<file path="src/rtl/dbg_port_pkg.sv">
`timescale 1ns/1ps
package dbg_port_pkg;

  // command word control bits
  localparam int CMD_HALT_BIT  = 8;
  localparam int CMD_RUN_BIT   = 9;
  localparam int CMD_RESET_BIT = 10;

  // status word fields
  localparam int STAT_HREQ_BIT   = 8;
  localparam int STAT_HALTED_BIT = 9;
  localparam int STAT_GIE_BIT    = 10;
  localparam int STAT_SLEEP_BIT  = 11;

  // word addresses
  localparam logic ADDR_CMD  = 1'b0;
  localparam logic ADDR_DATA = 1'b1;

  // control to datapath strobes
  typedef struct packed {
    logic cmdWr;
    logic statRd;
    logic dataRd;
    logic dataWr;
  } dbgStrobes_t;

endpackage

</file>
<file path="src/rtl/dbg_port_ctrl.sv">
`timescale 1ns/1ps
module dbg_port_ctrl
  import dbg_port_pkg::*;
(
  input  logic        clk,
  input  logic        rst,
  input  logic        wbCyc,
  input  logic        wbStb,
  input  logic        wbWe,
  input  logic        wbAddr,
  input  logic        cpuHalted,
  output dbgStrobes_t strobes,
  output logic        wbAck,
  output logic        wbStall
);

  logic reqValid;

  assign reqValid = wbCyc && wbStb;

  always_comb begin
    strobes        = '0;
    strobes.cmdWr  = reqValid &&  wbWe && (wbAddr == ADDR_CMD);
    strobes.statRd = reqValid && !wbWe && (wbAddr == ADDR_CMD);
    strobes.dataRd = reqValid && !wbWe && (wbAddr == ADDR_DATA);
    strobes.dataWr = reqValid &&  wbWe && (wbAddr == ADDR_DATA) && cpuHalted;
  end

  // single-cycle answer, never back-pressure
  always_ff @(posedge clk) begin
    if (rst) wbAck <= 1'b0;
    else     wbAck <= reqValid;
  end

  assign wbStall = 1'b0;

  // each accepted request answered next cycle
  a_r1_ack_follows_req: assert property (@(posedge clk) disable iff (rst)
    (wbCyc && wbStb) |=> wbAck);

  // no answer without a request
  a_r1_no_spurious_ack: assert property (@(posedge clk) disable iff (rst)
    !(wbCyc && wbStb) |=> !wbAck);

  // a write strobe toward the core appears only from a data-word write
  a_r8_write_from_bus: assert property (@(posedge clk) disable iff (rst)
    strobes.dataWr |-> (wbWe && wbCyc));

endmodule

</file>
<file path="src/rtl/dbg_port_dpath.sv">
`timescale 1ns/1ps
module dbg_port_dpath
  import dbg_port_pkg::*;
#(
  parameter int DATA_W = 32,
  parameter int SEL_W  = 5
) (
  input  logic              clk,
  input  logic              rst,
  input  dbgStrobes_t       strobes,
  input  logic [DATA_W-1:0] wbDataIn,
  input  logic              cpuHalted,
  input  logic              cpuGie,
  input  logic              cpuSleep,
  input  logic [DATA_W-1:0] regRdData,
  output logic [DATA_W-1:0] wbDataOut,
  output logic [SEL_W-1:0]  regSel,
  output logic              haltReq,
  output logic              resetReq,
  output logic              regWrEn,
  output logic [DATA_W-1:0] regWrData
);

  logic [DATA_W-1:0] statusWord;

  always_comb begin
    statusWord                  = '0;
    statusWord[SEL_W-1:0]       = regSel;
    statusWord[STAT_HREQ_BIT]   = haltReq;
    statusWord[STAT_HALTED_BIT] = cpuHalted;
    statusWord[STAT_GIE_BIT]    = cpuGie;
    statusWord[STAT_SLEEP_BIT]  = cpuSleep;
  end

  // register-file side port acts in the request cycle
  assign regWrEn   = strobes.dataWr;
  assign regWrData = wbDataIn;

  always_ff @(posedge clk) begin
    if (rst) begin
      regSel    <= '0;
      haltReq   <= 1'b0;
      resetReq  <= 1'b0;
      wbDataOut <= '0;
    end else begin
      resetReq <= 1'b0;
      if (strobes.cmdWr) begin
        regSel <= wbDataIn[SEL_W-1:0];
        if (wbDataIn[CMD_RESET_BIT]) begin
          resetReq <= 1'b1;
          haltReq  <= 1'b1;
        end else if (wbDataIn[CMD_HALT_BIT]) begin
          haltReq <= 1'b1;
        end else if (wbDataIn[CMD_RUN_BIT]) begin
          haltReq <= 1'b0;
        end
      end
      if (strobes.statRd)      wbDataOut <= statusWord;
      else if (strobes.dataRd) wbDataOut <= regRdData;
    end
  end

  // reset request lasts one cycle
  a_r5_reset_single: assert property (@(posedge clk) disable iff (rst)
    resetReq |=> !resetReq);

  // reset leaves the core halted
  a_r5_reset_halts: assert property (@(posedge clk) disable iff (rst)
    resetReq |-> haltReq);

  // halt bit wins over run bit
  a_r4_halt_wins: assert property (@(posedge clk) disable iff (rst)
    (strobes.cmdWr && wbDataIn[CMD_HALT_BIT]) |=> haltReq);

  // select moves only on a command write
  a_r3_sel_stable: assert property (@(posedge clk) disable iff (rst)
    !strobes.cmdWr |=> $stable(regSel));

endmodule

</file>
<file path="src/rtl/dbg_port.sv">
`timescale 1ns/1ps
module dbg_port
  import dbg_port_pkg::*;
#(
  parameter int DATA_W = 32,
  parameter int SEL_W  = 5
) (
  input  logic              clk,
  input  logic              rst,
  input  logic              wbCyc,
  input  logic              wbStb,
  input  logic              wbWe,
  input  logic              wbAddr,
  input  logic [DATA_W-1:0] wbDataIn,
  output logic              wbAck,
  output logic              wbStall,
  output logic [DATA_W-1:0] wbDataOut,
  input  logic              cpuHalted,
  input  logic              cpuGie,
  input  logic              cpuSleep,
  input  logic [DATA_W-1:0] regRdData,
  output logic              haltReq,
  output logic              resetReq,
  output logic [SEL_W-1:0]  regAddr,
  output logic              regWrEn,
  output logic [DATA_W-1:0] regWrData
);

  dbgStrobes_t strobes;

  dbg_port_ctrl ctrl_i (
    .clk       (clk),
    .rst       (rst),
    .wbCyc     (wbCyc),
    .wbStb     (wbStb),
    .wbWe      (wbWe),
    .wbAddr    (wbAddr),
    .cpuHalted (cpuHalted),
    .strobes   (strobes),
    .wbAck     (wbAck),
    .wbStall   (wbStall)
  );

  dbg_port_dpath #(.DATA_W(DATA_W), .SEL_W(SEL_W)) dpath_i (
    .clk       (clk),
    .rst       (rst),
    .strobes   (strobes),
    .wbDataIn  (wbDataIn),
    .cpuHalted (cpuHalted),
    .cpuGie    (cpuGie),
    .cpuSleep  (cpuSleep),
    .regRdData (regRdData),
    .wbDataOut (wbDataOut),
    .regSel    (regAddr),
    .haltReq   (haltReq),
    .resetReq  (resetReq),
    .regWrEn   (regWrEn),
    .regWrData (regWrData)
  );

  // a register write is always answered
  a_r8_write_acked: assert property (@(posedge clk) disable iff (rst)
    regWrEn |=> wbAck);

endmodule

</file>
<file path="config.mk">
export PLATFORM = sky130hd
export DESIGN_NAME = dbg_port
export DESIGN_NICKNAME = d
export VERILOG_FILES = /design/src/rtl/dbg_port_pkg.sv /design/src/rtl/dbg_port_ctrl.sv /design/src/rtl/dbg_port_dpath.sv /design/src/rtl/dbg_port.sv
export SDC_FILE = /design/constraint.sdc
export NUM_CORES = 1
export LEC_CHECK = 0
export BUFFER_PORTS_ARGS = -buffer_cell sky130_fd_sc_hd__buf_2
export CORE_AREA = 5 5 72 74
export CTS_CLUSTER_DIAMETER = 50
export CTS_CLUSTER_SIZE = 10
export DETAILED_ROUTE_END_ITERATION = 10
export DIE_AREA = 0 0 77 79
export PLACE_DENSITY = 0.85
export SYNTH_ARGS = -nofsm -noshare
export SYNTH_HDL_FRONTEND = slang
export SYNTH_SLANG_ARGS = --single-unit
</file>
<file path="constraint.sdc">
create_clock -name clk -period 2 [get_ports clk]
set_input_delay 0.3 -clock clk [delete_from_list [all_inputs] [get_ports clk]]
set_output_delay 0.3 -clock clk [all_outputs]
set_load 0.005 [all_outputs]
</file>
==> run_summary.xml <==
<?xml version="1.0" encoding="UTF-8"?>
<metrics>
  <group name="run_status">
    <metric name="status" unit="">complete, no violations</metric>
  </group>
  <group name="sta">
    <metric name="fmaxAchievable" unit="MHz">862</metric>
    <metric name="minimum_period_implied_by_the_final_worst_setup_slack" unit="ns">1.16</metric>
    <metric name="rsz0062_at_grt" unit="">false</metric>
    <metric name="worst-slew-pin-transition" unit="ns">0.752</metric>
    <metric name="slew_headroom" unit="">0.499</metric>
    <metric name="clock-skew-final" unit="ns">0.00292</metric>
    <metric name="period_share" unit="">0.580</metric>
    <metric name="final.setup.tns" unit="ns">0</metric>
    <metric name="report.final.slew_viol_count" unit="">0</metric>
    <metric name="hold_viol_final" unit="">0</metric>
    <metric name="finalSetupViolCount" unit="">0</metric>
  </group>
  <group name="synth">
    <metric name="syn-mean-instance-area" unit="µm²">8.67</metric>
    <metric name="post_synth_num_cell_types" unit="">21</metric>
    <metric name="seq_area_frac_synth" unit="">0.444</metric>
    <metric name="count_of_warnings_emitted_by_yosys" unit="">0</metric>
    <metric name="dominantRegCellSynth" unit="">sky130_fd_sc_hd__dfxtp_1</metric>
    <metric name="number_of_enable_flip_flop_cells_after_synthesis" unit="">0</metric>
    <metric name="syn_area" unit="µm²">1800</metric>
    <metric name="postSynthRegisterBits" unit="">40</metric>
    <metric name="synthesis.nets" unit="">281</metric>
    <metric name="synthCells" unit="">208</metric>
    <metric name="async_reset_ff_frac" unit="">0</metric>
  </group>
  <group name="die">
    <metric name="design.die.area" unit="µm²">6080</metric>
    <metric name="die_h" unit="µm">79</metric>
    <metric name="design.core.area" unit="µm²">4540</metric>
    <metric name="die_width" unit="µm">77</metric>
    <metric name="boundaryPins" unit="">147</metric>
    <metric name="initial_core_util" unit="">0.398</metric>
    <metric name="num_rows" unit="">25</metric>
  </group>
  <group name="final_layout">
    <metric name="area.growth.synth_to_final" unit="%">19.1</metric>
    <metric name="layout.filler_cells" unit="">446</metric>
    <metric name="seq_area" unit="µm²">801</metric>
    <metric name="nets" unit="">341</metric>
    <metric name="multi_input_gate_area_in_the_final_layout" unit="µm²">667</metric>
    <metric name="insertedDiodeCount" unit="">0</metric>
    <metric name="postLayoutCoreUtil" unit="">0.474</metric>
    <metric name="layout-drive-gt1-share" unit="">0.413</metric>
  </group>
  <group name="placed_design">
    <metric name="gpl.final_weighted_congestion" unit="">0.719</metric>
    <metric name="hpwlAfterDp" unit="mm">3.30</metric>
    <metric name="placement.io_buffers" unit="">97</metric>
  </group>
  <group name="pwr">
    <metric name="power-per-cell-area" unit="nW/µm²">726</metric>
    <metric name="totalPowerFinal" unit="µW">1560</metric>
    <metric name="p_leak" unit="µW">0.00105</metric>
    <metric name="peakVddDrop" unit="µV">329</metric>
  </group>
  <group name="global_routing">
    <metric name="antenna_found_initial" unit="">0</metric>
    <metric name="pin_count_of_the_biggest_net_entering_global_routing" unit="">41</metric>
    <metric name="global_route.overflow_total" unit="">0</metric>
    <metric name="grt_pass1_wl" unit="mm">7.22</metric>
    <metric name="gr-usage-all-layers" unit="">0.146</metric>
    <metric name="grt_pass1_vias" unit="">1605</metric>
  </group>
  <group name="setup_path">
    <metric name="critPathMostFrequentCell" unit="">sky130_fd_sc_hd__buf_2</metric>
    <metric name="timing.critical_path.slowest_cell_delay" unit="ns">0.22</metric>
    <metric name="crit_path_cell_trace" unit="">buf_2, nand2_1, nor2_1, buf_2</metric>
    <metric name="crit_slowest_cell" unit="">sky130_fd_sc_hd__buf_2</metric>
    <metric name="critPathArrivalTime" unit="ns">0.86</metric>
    <metric name="critical_path.endpoint_type" unit="">output pin</metric>
    <metric name="critical_path.max_fanout" unit="">12</metric>
    <metric name="worstSetupStartpointType" unit="">primary input</metric>
    <metric name="setup.worst_path.class" unit="">in -&gt; out</metric>
    <metric name="timing.critical_path.required" unit="ns">1.70</metric>
    <metric name="worst-r2r-setup-slack" unit="ns">1.23</metric>
  </group>
  <group name="clock_tree">
    <metric name="post_cts_resize_count" unit="">0</metric>
    <metric name="cts.path.max_buffers" unit="">2</metric>
    <metric name="clkTransAtPathRegs" unit="ns">0.08</metric>
    <metric name="clock-sinks" unit="">40</metric>
    <metric name="htree_num_levels" unit="">2</metric>
    <metric name="clkLatencyLatePin" unit="ns">0.28</metric>
    <metric name="cts-hold-fix-buffers" unit="">0</metric>
    <metric name="tritoncts.num_buffers" unit="">5</metric>
    <metric name="cts_setup_buffers" unit="">0</metric>
    <metric name="cts-root-buf" unit="">sky130_fd_sc_hd__clkbuf_8</metric>
    <metric name="cts_tree" unit="">built</metric>
  </group>
  <group name="route">
    <metric name="avgRoutedWirePerCell" unit="µm">13.8</metric>
    <metric name="count_of_antenna_violating_nets_left_after_detailed_routing" unit="">0</metric>
    <metric name="drt_drc_violations_left" unit="">0</metric>
    <metric name="viasPerCell" unit="">4.91</metric>
    <metric name="number_of_search_and_repair_iterations_in_the_first_detailed_routing_pass" unit="">5</metric>
    <metric name="initialDrtViolationCount" unit="">58</metric>
    <metric name="totalWireLength" unit="mm">4.45</metric>
    <metric name="dr_total_vias" unit="">1585</metric>
  </group>
  <group name="min_path">
    <metric name="worstHoldPathType" unit="">in -&gt; reg</metric>
  </group>
  <group name="flow_run">
    <metric name="timing.max_cap.violations" unit="">0</metric>
  </group>
</metrics>
==> cell usage in the layout (no fill, tap or decap), drive strengths merged, types with 7 or more instances in the layout <==
| cell | count |
|---|---|
| nor2 | 16 |
| clkbuf | 7 |
| dfxtp | 40 |
| a21oi | 24 |
| nand3 | 24 |
| nand2 | 25 |
| a211oi | 9 |
| buf | 101 |
| mux2i | 14 |
==> logic make-up (layout without fill, tap and decap cells) <==
group	count (synthesis)	after routing	synth area share
simple gates	69	69	0.173
buf+inv	49	110	0.187
flops	40	40	0.444
compound gates	35	35	0.117
mux	14	14	0.0777
other cells	1	1	0.00208
==> synthesized netlist by cell type (2+ instances only) <==
master                     count  share of area
sky130_fd_sc_hd__nand2_1      25          0.052
sky130_fd_sc_hd__buf_6         2          0.012
sky130_fd_sc_hd__a211oi_2      2          0.014
sky130_fd_sc_hd__buf_4        36           0.15
sky130_fd_sc_hd__nand3_1      24          0.067
sky130_fd_sc_hd__a211oi_1      7          0.029
sky130_fd_sc_hd__buf_2         2         0.0055
sky130_fd_sc_hd__nor2_1       16          0.033
sky130_fd_sc_hd__dfxtp_1      40           0.44
sky130_fd_sc_hd__mux2i_1      14          0.078
sky130_fd_sc_hd__clkbuf_1      7          0.015
sky130_fd_sc_hd__a21oi_1      24          0.067
==> state kept, by name, summed over array words and instances (netlist names) <==
name	count
dpath_i.resetReq	1
dpath_i.haltReq	1
dpath_i.regSel	5
dpath_i.wbDataOut	32
ctrl_i.wbAck	1
==> metal layers <==
metal,share of wire,track usage,vias up
li1,-,-,784
met1,0.38,0.145,729
met2,0.53,0.272,60
met3,0.062,0.0431,12
met4,0.024,0.0790,0
met5,0,0,-
==> worst max-delay path: cells and delay by family <==
kind,cells,cell delay [ns]
buf+inv,2,0.34
simple gates,2,0.21
==> final cells by class <==
class	instances	area share
timing repair buffer	101	0.240
multi-input combinational	119	0.310
tap	54	0.0315
clock inverter	1	0.00349
sequential	40	0.373
clock buffer	7	0.0402
inverter	1	0.00175
==> worst paths after layout <==
check	startpoint	end	cells after the start
max	wbAddr	regWrEn	4
min	wbDataIn[1]	dpath_i.regSel[1]	3
max reg2reg	dpath_i.regSel[0]	dpath_i.wbDataOut[0]	2
min reg2reg	dpath_i.wbDataOut[26]	dpath_i.wbDataOut[26]	2
==> through the flow <==
step,hold slack [ns],worst slack [ns],std cells,cell area [µm²]
2_1_floorplan,0.414,0.837,208,1800
3_3_place_gp,0.435,0.648,315,2050
3_5_place_dp,0.440,0.576,315,2050
4_1_cts,0.248,0.835,323,2150
5_1_grt,0.249,0.752,323,2150
6_report,0.258,0.839,323,2150
==> report_power, final <==
group	switching [µW]	internal, µW
combinational	93.9	85.2
sequential	11.0	818
clock	272	280
Note: power is estimated with default switching activity, not from simulation.
